$ cat src/rtl/xmb_pkg.sv
package xmb_pkg;

    localparam int ADDR_W_DEF   = 16;
    localparam int DATA_W_DEF   = 8;
    localparam int EXT_WAIT_DEF = 1;

    // sequencer phases; one bus machine cycle is ADDR, DATA, [WAIT...], RECOV
    typedef enum logic [2:0] {
        PH_IDLE  = 3'd0,
        PH_ADDR  = 3'd1,
        PH_DATA  = 3'd2,
        PH_WAIT  = 3'd3,
        PH_RECOV = 3'd4,
        PH_YIELD = 3'd5
    } phase_t;

    typedef struct packed {
        logic wide;   // 1: full upper byte, 0: low nibble only
        logic ext;    // 1: stretched data strobe
    } mode_t;

    localparam mode_t MODE_AT_RESET = '{wide: 1'b1, ext: 1'b1};

    typedef struct packed {
        logic as_n;
        logic ds_n;
        logic rw;
        logic ad_oe;
        logic ad_data;   // 1: data on shared lane, 0: address
        logic drive;     // 0: bus surrendered
    } strobe_t;

    function automatic logic is_boundary(phase_t p);
        return (p == PH_IDLE) || (p == PH_RECOV);
    endfunction

    function automatic logic in_strobe(phase_t p);
        return (p == PH_DATA) || (p == PH_WAIT);
    endfunction

    function automatic strobe_t decode_strobes(phase_t p, logic wr);
        strobe_t s;
        s.as_n    = (p != PH_ADDR);
        s.ds_n    = !in_strobe(p);
        s.rw      = !(wr && (p == PH_ADDR || in_strobe(p) || p == PH_RECOV));
        s.ad_oe   = (p == PH_ADDR) || (wr && (in_strobe(p) || p == PH_RECOV));
        s.ad_data = (p != PH_ADDR);
        s.drive   = (p != PH_YIELD);
        return s;
    endfunction

endpackage

$ cat src/rtl/xmb_mode_reg.sv
module xmb_mode_reg
    import xmb_pkg::*;
(
    input  logic  clk,
    input  logic  rst,
    input  logic  cfg_we,
    input  logic  cfg_wide,
    input  logic  cfg_ext,
    output mode_t mode
);

    always_ff @(posedge clk) begin
        if (rst) begin
            mode <= MODE_AT_RESET;
        end else if (cfg_we) begin
            mode.wide <= cfg_wide;
            mode.ext  <= cfg_ext;
        end
    end

endmodule

$ cat src/rtl/xmb_seq.sv
module xmb_seq
    import xmb_pkg::*;
#(
    parameter int ADDR_W   = ADDR_W_DEF,
    parameter int DATA_W   = DATA_W_DEF,
    parameter int EXT_WAIT = EXT_WAIT_DEF
) (
    input  logic              clk,
    input  logic              rst,
    input  logic              req_valid,
    input  logic [ADDR_W-1:0] req_addr,
    input  logic              req_write,
    input  logic [DATA_W-1:0] req_wdata,
    output logic              req_ready,
    input  mode_t             mode,
    input  logic              rel_req,
    input  logic              bus_ack,
    input  logic [DATA_W-1:0] ad_in,
    output strobe_t           strb,
    output logic [ADDR_W-1:0] cur_addr,
    output logic [DATA_W-1:0] cur_wdata,
    output logic              rd_valid,
    output logic [DATA_W-1:0] rd_data,
    output logic              bus_req
);

    localparam int WC_W = (EXT_WAIT < 1) ? 1 : $clog2(EXT_WAIT + 1);
    localparam logic [WC_W-1:0] WC_LOAD = WC_W'(EXT_WAIT);

    phase_t          ph;
    logic            x_wr;
    logic            x_ext;
    logic [WC_W-1:0] wcnt;
    logic            accept;
    logic            yield_now;

    assign req_ready = is_boundary(ph) && !rel_req;
    assign accept    = req_ready && req_valid;
    assign yield_now = is_boundary(ph) && rel_req && bus_ack;

    always_ff @(posedge clk) begin
        if (rst) begin
            ph        <= PH_IDLE;
            x_wr      <= 1'b0;
            x_ext     <= 1'b0;
            cur_addr  <= '0;
            cur_wdata <= '0;
            wcnt      <= '0;
            rd_valid  <= 1'b0;
            rd_data   <= '0;
            bus_req   <= 1'b0;
        end else begin
            bus_req  <= rel_req;
            rd_valid <= 1'b0;
            unique case (ph)
                PH_IDLE, PH_RECOV: begin
                    if (yield_now) begin
                        ph <= PH_YIELD;
                    end else if (accept) begin
                        ph        <= PH_ADDR;
                        cur_addr  <= req_addr;
                        cur_wdata <= req_wdata;
                        x_wr      <= req_write;
                        x_ext     <= mode.ext;
                    end else begin
                        ph <= PH_IDLE;
                    end
                end
                PH_ADDR: begin
                    ph   <= PH_DATA;
                    wcnt <= WC_LOAD;
                end
                PH_DATA: begin
                    if (x_ext && (EXT_WAIT > 0)) begin
                        ph <= PH_WAIT;
                    end else begin
                        ph       <= PH_RECOV;
                        rd_valid <= !x_wr;
                        if (!x_wr) rd_data <= ad_in;
                    end
                end
                PH_WAIT: begin
                    if (wcnt <= WC_W'(1)) begin
                        ph       <= PH_RECOV;
                        rd_valid <= !x_wr;
                        if (!x_wr) rd_data <= ad_in;
                    end else begin
                        wcnt <= wcnt - WC_W'(1);
                    end
                end
                PH_YIELD: begin
                    if (!bus_ack) ph <= PH_IDLE;
                end
                default: ph <= PH_IDLE;
            endcase
        end
    end

    always_comb begin
        strb = decode_strobes(ph, x_wr);
    end

    // data strobe phase is only entered straight from the address phase
    p_ds_after_as_r3: assert property (@(posedge clk) disable iff (rst)
        (ph == PH_DATA) |-> ($past(ph) == PH_ADDR));

    // read-data valid is a single-clock pulse
    p_rd_pulse_r4: assert property (@(posedge clk) disable iff (rst)
        rd_valid |=> !rd_valid);

    // bus request tracks the core's release request
    p_busreq_follow_r9: assert property (@(posedge clk) disable iff (rst)
        rel_req |=> bus_req);

    // surrender begins only from a cycle boundary
    p_yield_boundary_r10: assert property (@(posedge clk) disable iff (rst)
        (ph == PH_YIELD && $past(ph) != PH_YIELD)
            |-> ($past(ph) == PH_IDLE || $past(ph) == PH_RECOV));

    // no transfer starts straight out of surrender
    p_yield_exit_r11: assert property (@(posedge clk) disable iff (rst)
        ($past(ph) == PH_YIELD) |-> (ph == PH_YIELD || ph == PH_IDLE));

endmodule

$ cat src/rtl/xmb_lanes.sv
module xmb_lanes
    import xmb_pkg::*;
#(
    parameter int ADDR_W     = ADDR_W_DEF,
    parameter int DATA_W     = DATA_W_DEF,
    parameter int NARROW_NIB = 1
) (
    input  strobe_t                      strb,
    input  logic [ADDR_W-1:0]            cur_addr,
    input  logic [DATA_W-1:0]            cur_wdata,
    input  logic                         wide,
    output logic [DATA_W-1:0]            ad_out,
    output logic                         ad_oe,
    output logic [ADDR_W-DATA_W-1:0]     ahi_out,
    output logic [(ADDR_W-DATA_W)/4-1:0] ahi_oe,
    output logic                         as_n_out,
    output logic                         ds_n_out,
    output logic                         rw_out,
    output logic                         ctl_oe
);

    localparam int HI_W = ADDR_W - DATA_W;
    localparam int NIB  = HI_W / 4;

    assign ad_out   = strb.ad_data ? cur_wdata : cur_addr[DATA_W-1:0];
    assign ad_oe    = strb.ad_oe && strb.drive;
    assign as_n_out = strb.as_n;
    assign ds_n_out = strb.ds_n;
    assign rw_out   = strb.rw;
    assign ctl_oe   = strb.drive;

    for (genvar i = 0; i < NIB; i++) begin : g_nib
        logic used;
        assign used              = wide || (i < NARROW_NIB);
        assign ahi_oe[i]         = used && strb.drive;
        assign ahi_out[4*i +: 4] = used ? cur_addr[DATA_W + 4*i +: 4] : 4'h0;
    end

endmodule

$ cat src/rtl/xmb_bus_if.sv
module xmb_bus_if
    import xmb_pkg::*;
#(
    parameter int ADDR_W     = ADDR_W_DEF,
    parameter int DATA_W     = DATA_W_DEF,
    parameter int EXT_WAIT   = EXT_WAIT_DEF,
    parameter int NARROW_NIB = 1
) (
    input  logic                         clk,
    input  logic                         rst,
    input  logic                         req_valid,
    input  logic [ADDR_W-1:0]            req_addr,
    input  logic                         req_write,
    input  logic [DATA_W-1:0]            req_wdata,
    output logic                         req_ready,
    output logic                         rd_valid,
    output logic [DATA_W-1:0]            rd_data,
    input  logic                         cfg_we,
    input  logic                         cfg_wide,
    input  logic                         cfg_ext,
    input  logic                         rel_req,
    output logic                         bus_req,
    input  logic                         bus_ack,
    output logic [DATA_W-1:0]            ad_out,
    output logic                         ad_oe,
    input  logic [DATA_W-1:0]            ad_in,
    output logic [ADDR_W-DATA_W-1:0]     ahi_out,
    output logic [(ADDR_W-DATA_W)/4-1:0] ahi_oe,
    output logic                         as_n_out,
    output logic                         ds_n_out,
    output logic                         rw_out,
    output logic                         ctl_oe
);

    mode_t             mode;
    strobe_t           strb;
    logic [ADDR_W-1:0] cur_addr;
    logic [DATA_W-1:0] cur_wdata;

    xmb_mode_reg u_mode (
        .clk      (clk),
        .rst      (rst),
        .cfg_we   (cfg_we),
        .cfg_wide (cfg_wide),
        .cfg_ext  (cfg_ext),
        .mode     (mode)
    );

    xmb_seq #(
        .ADDR_W   (ADDR_W),
        .DATA_W   (DATA_W),
        .EXT_WAIT (EXT_WAIT)
    ) u_seq (
        .clk       (clk),
        .rst       (rst),
        .req_valid (req_valid),
        .req_addr  (req_addr),
        .req_write (req_write),
        .req_wdata (req_wdata),
        .req_ready (req_ready),
        .mode      (mode),
        .rel_req   (rel_req),
        .bus_ack   (bus_ack),
        .ad_in     (ad_in),
        .strb      (strb),
        .cur_addr  (cur_addr),
        .cur_wdata (cur_wdata),
        .rd_valid  (rd_valid),
        .rd_data   (rd_data),
        .bus_req   (bus_req)
    );

    xmb_lanes #(
        .ADDR_W     (ADDR_W),
        .DATA_W     (DATA_W),
        .NARROW_NIB (NARROW_NIB)
    ) u_lanes (
        .strb      (strb),
        .cur_addr  (cur_addr),
        .cur_wdata (cur_wdata),
        .wide      (mode.wide),
        .ad_out    (ad_out),
        .ad_oe     (ad_oe),
        .ahi_out   (ahi_out),
        .ahi_oe    (ahi_oe),
        .as_n_out  (as_n_out),
        .ds_n_out  (ds_n_out),
        .rw_out    (rw_out),
        .ctl_oe    (ctl_oe)
    );

    // the address strobe is a one-clock pulse
    p_as_one_clk_r2: assert property (@(posedge clk) disable iff (rst)
        !as_n_out |=> as_n_out);

    // the data strobe follows the address strobe in the very next clock
    p_ds_follows_as_r3: assert property (@(posedge clk) disable iff (rst)
        !as_n_out |=> !ds_n_out);

    // read/write does not move while the data strobe is low
    p_rw_stable_r5: assert property (@(posedge clk) disable iff (rst)
        (!ds_n_out && !$past(ds_n_out)) |-> $stable(rw_out));

    // the low upper nibble is driven whenever the bus is owned
    p_upper_low_nib_r6: assert property (@(posedge clk) disable iff (rst)
        ctl_oe |-> ahi_oe[0]);

    // drive is dropped only after a cycle with both strobes idle
    p_release_boundary_r10: assert property (@(posedge clk) disable iff (rst)
        $fell(ctl_oe) |-> ($past(as_n_out) && $past(ds_n_out)));

    // no acceptance while surrendered
    p_no_ready_released_r11: assert property (@(posedge clk) disable iff (rst)
        !ctl_oe |-> !req_ready);

endmodule

$ cat config.mk
export PLATFORM = sky130hd
export DESIGN_NAME = xmb_bus_if
export DESIGN_NICKNAME = d
export VERILOG_FILES = /design/src/rtl/xmb_pkg.sv /design/src/rtl/xmb_mode_reg.sv /design/src/rtl/xmb_seq.sv /design/src/rtl/xmb_lanes.sv /design/src/rtl/xmb_bus_if.sv
export SDC_FILE = /design/constraint.sdc
export NUM_CORES = 1
export LEC_CHECK = 0
export CAP_MARGIN = 20
export CELL_PAD_IN_SITES_DETAIL_PLACEMENT = 1
export CELL_PAD_IN_SITES_GLOBAL_PLACEMENT = 1
export CORE_ASPECT_RATIO = 0.6
export CORE_MARGIN = 2
export CORE_UTILIZATION = 31
export CTS_CLUSTER_DIAMETER = 50
export CTS_CLUSTER_SIZE = 12
export DETAILED_ROUTE_END_ITERATION = 10
export MAX_ROUTING_LAYER = met4
export PLACE_DENSITY_LB_ADDON = 0.25
export SETUP_SLACK_MARGIN = 0.1
export SKIP_CTS_REPAIR_TIMING = 1
export SYNTH_ARGS = -nofsm -noshare
export SYNTH_HDL_FRONTEND = slang
export SYNTH_SLANG_ARGS = --single-unit
export TNS_END_PERCENT = 50
$ cat constraint.sdc
create_clock -name clk -period 2 [get_ports clk]
set_input_delay 0.3 -clock clk [delete_from_list [all_inputs] [get_ports clk]]
set_output_delay 0.3 -clock clk [all_outputs]
set_load 0.02 [all_outputs]
==> results.yml <==
run_status:
  status: "completed"
route:
  ant_nets: 0
  postRouteWirelength_um: 5050
  vias_per_cell: 4.50
  drt-wirelength-per-cell_um: 14.0
  drc: 0
  firstDrtPassIters: 4
  vias: 1628
  drt_first_iter_violations: 48
global_routing:
  grt_first_pass_wirelength_um: 8300
  antenna_found_initial: 0
  overflow: 0
  grt.total_usage_pct: 16.8
  grt_pass1_vias: 1774
  grt_max_degree: 50
die:
  die_area_um2: 6580
  core_um2: 5650
  die_y_um: 63.6
  rows: 21
  die_x_um: 103
  ios: 75
  start_util_pct: 32.5
sta:
  setup_viol: 0
  finalCritPeriodShare_pct: 92.5
  clock.fmax_mhz: 540
  rsz0062_at_grt: "true"
  tns_ns: 0
  period_needed_ns: 1.85
  finalClockSkew_ns: 0.00430
  worst_pin_slew_ns: 0.528
  finalHoldViolations: 0
  slew_viol_final: 0
  slew_headroom_pct: 64.7
run:
  cap_violations: 0
place:
  hpwl_um: 3620
  finalWeightedCongestion: 0.731
  portBuffers: 74
synth:
  synth_nets: 250
  synth_seq_cells: 41
  synth.distinct_cells: 31
  syn_area_um2: 1840
  netlist_instances: 209
  syn_avg_cell_area_um2: 8.79
  post-synth-top-area-fraction_pct: 44.7
  yosys_warnings: 0
  netlist_top_cells_area: "dfxtp_1, nand2_1, a21oi_1"
  yosysTopAreaCell: "dfxtp_1"
  synth.yosys.seq_area_share_pct: 44.7
finish:
  fin_nets: 322
  area_delta_synth_final_pct: 51.9
  diodes: 0
  drive_gt1_share_pct: 15.2
  fill_cells: 671
clock_network:
  clock_latency_ns: 0.29
  htreeDepth: 2
  path_clk_slew_ns: 0.08
  cts_tree: "built"
  clock-root-buffer: "clkbuf_8"
  cts_max_path_buffers: 2
  cts_buffers: 5
  numClockSinks: 41
setup_path:
  r2r_setup_slack_ns: 0.43
  critPathLaunch: "u_seq.ph[0]"
  worstReg2RegStart: "u_seq.ph[1]"
  startpoint_type: "flip-flop"
  cp.required_ns: 1.70
  critPathMaxFanout: 9
  crit_type: "flip-flop to primary output"
  cp-end-kind: "primary output"
  cp.arrival_ns: 1.55
hold_path:
  hold_class: "flip-flop to flip-flop"
  hold_path_startpoint: "u_seq.cur_addr[12]"
power:
  leakagePower_nw: 1.05
  ir_drop_mv: 0.243
  power_density_nw_per_um2: 688
  totalPowerFinal_w: 0.00192
==> layer usage <==
layer  vias up  GRT usage, %  share of wire [%]
met3         5          4.44                4.5
li1        823             -                  -
met4         0          4.93               0.91
met2        33          24.7                 44
met5         -             -                  0
met1       767          22.7                 51
==> stage by stage <==
stage / hold slack (ns) / area [um2] / instances / setup WS, ns / util [%]
2_1_floorplan: 0.418 / 1840 / 209 / 0.331 / -
3_3_place_gp: 0.437 / 2650 / 354 / 0.0223 / 46.9
3_5_place_dp: 0.450 / 2650 / 354 / -0.0269 / 46.9
4_1_cts: 0.462 / 2740 / 362 / -0.363 / 48.4
5_1_grt: 0.490 / 2790 / 362 / 0.0933 / 49.4
6_report: 0.464 / 2790 / 362 / 0.150 / 49.4
==> state kept, by name, summed over array words and instances (netlist names) <==
name and cells:
u_seq.cur_addr 16, u_seq.cur_wdata 8, u_seq.rd_data 8, u_seq.ph 3, u_mode.mode 2, u_seq.bus_req 1
u_seq.rd_valid 1, u_seq.x_ext 1, u_seq.x_wr 1
==> layout make-up <==
type	instances	area [um2]	area share, %
inverter	2	7.51	0.269
sequential	41	822	29.5
clock buffer	5	68.8	2.47
clock inverter	3	17.5	0.628
tap	80	100	3.59
timing repair buffer	84	861	30.9
multi-input combinational	147	913	32.7
==> worst paths after layout <==
| kind | end | cells after the start |
|---|---|---|
| min | u_seq.cur_addr[12] | 2 |
| max reg2reg | u_seq.rd_data[1] | 4 |
| min reg2reg | u_seq.cur_addr[12] | 2 |
| max | ad_out[0] | 5 |
==> placed cells by master, fill, tap and decap left out <==
cell,Yosys,final
o21ai_0,2,2
a21oi_2,1,1
nor2b_4,0,2
and2b_1,1,1
dfxtp_2,0,1
a21oi_1,27,27
buf_12,0,3
mux2_4,0,8
o31a_1,1,1
or4b_1,1,1
dfxtp_1,41,40
nand2_1,53,53
and2_1,5,5
nand2b_1,17,17
clkinvlp_4,0,1
dlymetal6s2s_1,0,8
nor2_1,2,2
mux2i_1,9,9
a221oi_1,1,1
a211o_1,2,2
nor4_1,1,1
nand2_2,3,3
nand3_1,1,1
o32a_1,1,1
nand3b_1,1,1
buf_8,2,1
nor4b_4,1,1
clkbuf_8,0,5
clkinv_2,0,2
xnor2_1,1,1
nor3_4,1,1
clkdlybuf4s50_1,0,58
inv_1,2,2
nor3_1,2,2
buf_4,8,14
nor2b_1,5,3
==> synth_stat cells <==
cell type  count
buf_8          2
dfxtp_1       41
nand2_2        3
o32a_1         1
nand3b_1       1
nor3_4         1
o31a_1         1
nor4b_4        1
o21ai_0        2
a221oi_1       1
buf_6          2
buf_4          8
nand2_1       53
nor2b_1        5
nand2b_1      17
nor2_1         2
nand3_1        1
a21oi_2        1
a211o_1        2
or4b_1         1
and2_1         5
a21oi_1       27
nor4_1         1
inv_1          2
mux2_2         8
xnor2_1        1
mux2i_1        9
buf_2          1
and2b_1        1
clkbuf_1       6
nor3_1         2
==> power by group <==
group / leakage [nW] / switching (W) / internal [W]
Sequential: 0.335 / 0.0000307 / 0.000864
Combinational: 0.675 / 0.000221 / 0.000260
Clock: 0.0439 / 0.000303 / 0.000241
==> worst max-delay path: stages, from the launching register on <==
cell and delay (ns):
dfxtp_2 0.34, nor2b_4 0.14, nor2b_4 0.15, buf_8 0.16, mux2_4 0.31, buf_4 0.16
==> kinds of logic (layout without fill, tap and decap cells) <==
group | after synthesis | count (layout) | synth area share, %
AND/OR/NAND/NOR | 94 | 94 | 26.2
flip-flops | 41 | 41 | 44.7
AO/OA/AOI/OAI | 35 | 35 | 10.8
buffers and inverters | 21 | 94 | 8.04
multiplexers | 17 | 17 | 9.81
XOR/XNOR | 1 | 1 | 0.477
Note: power is estimated with default switching activity, not from simulation.
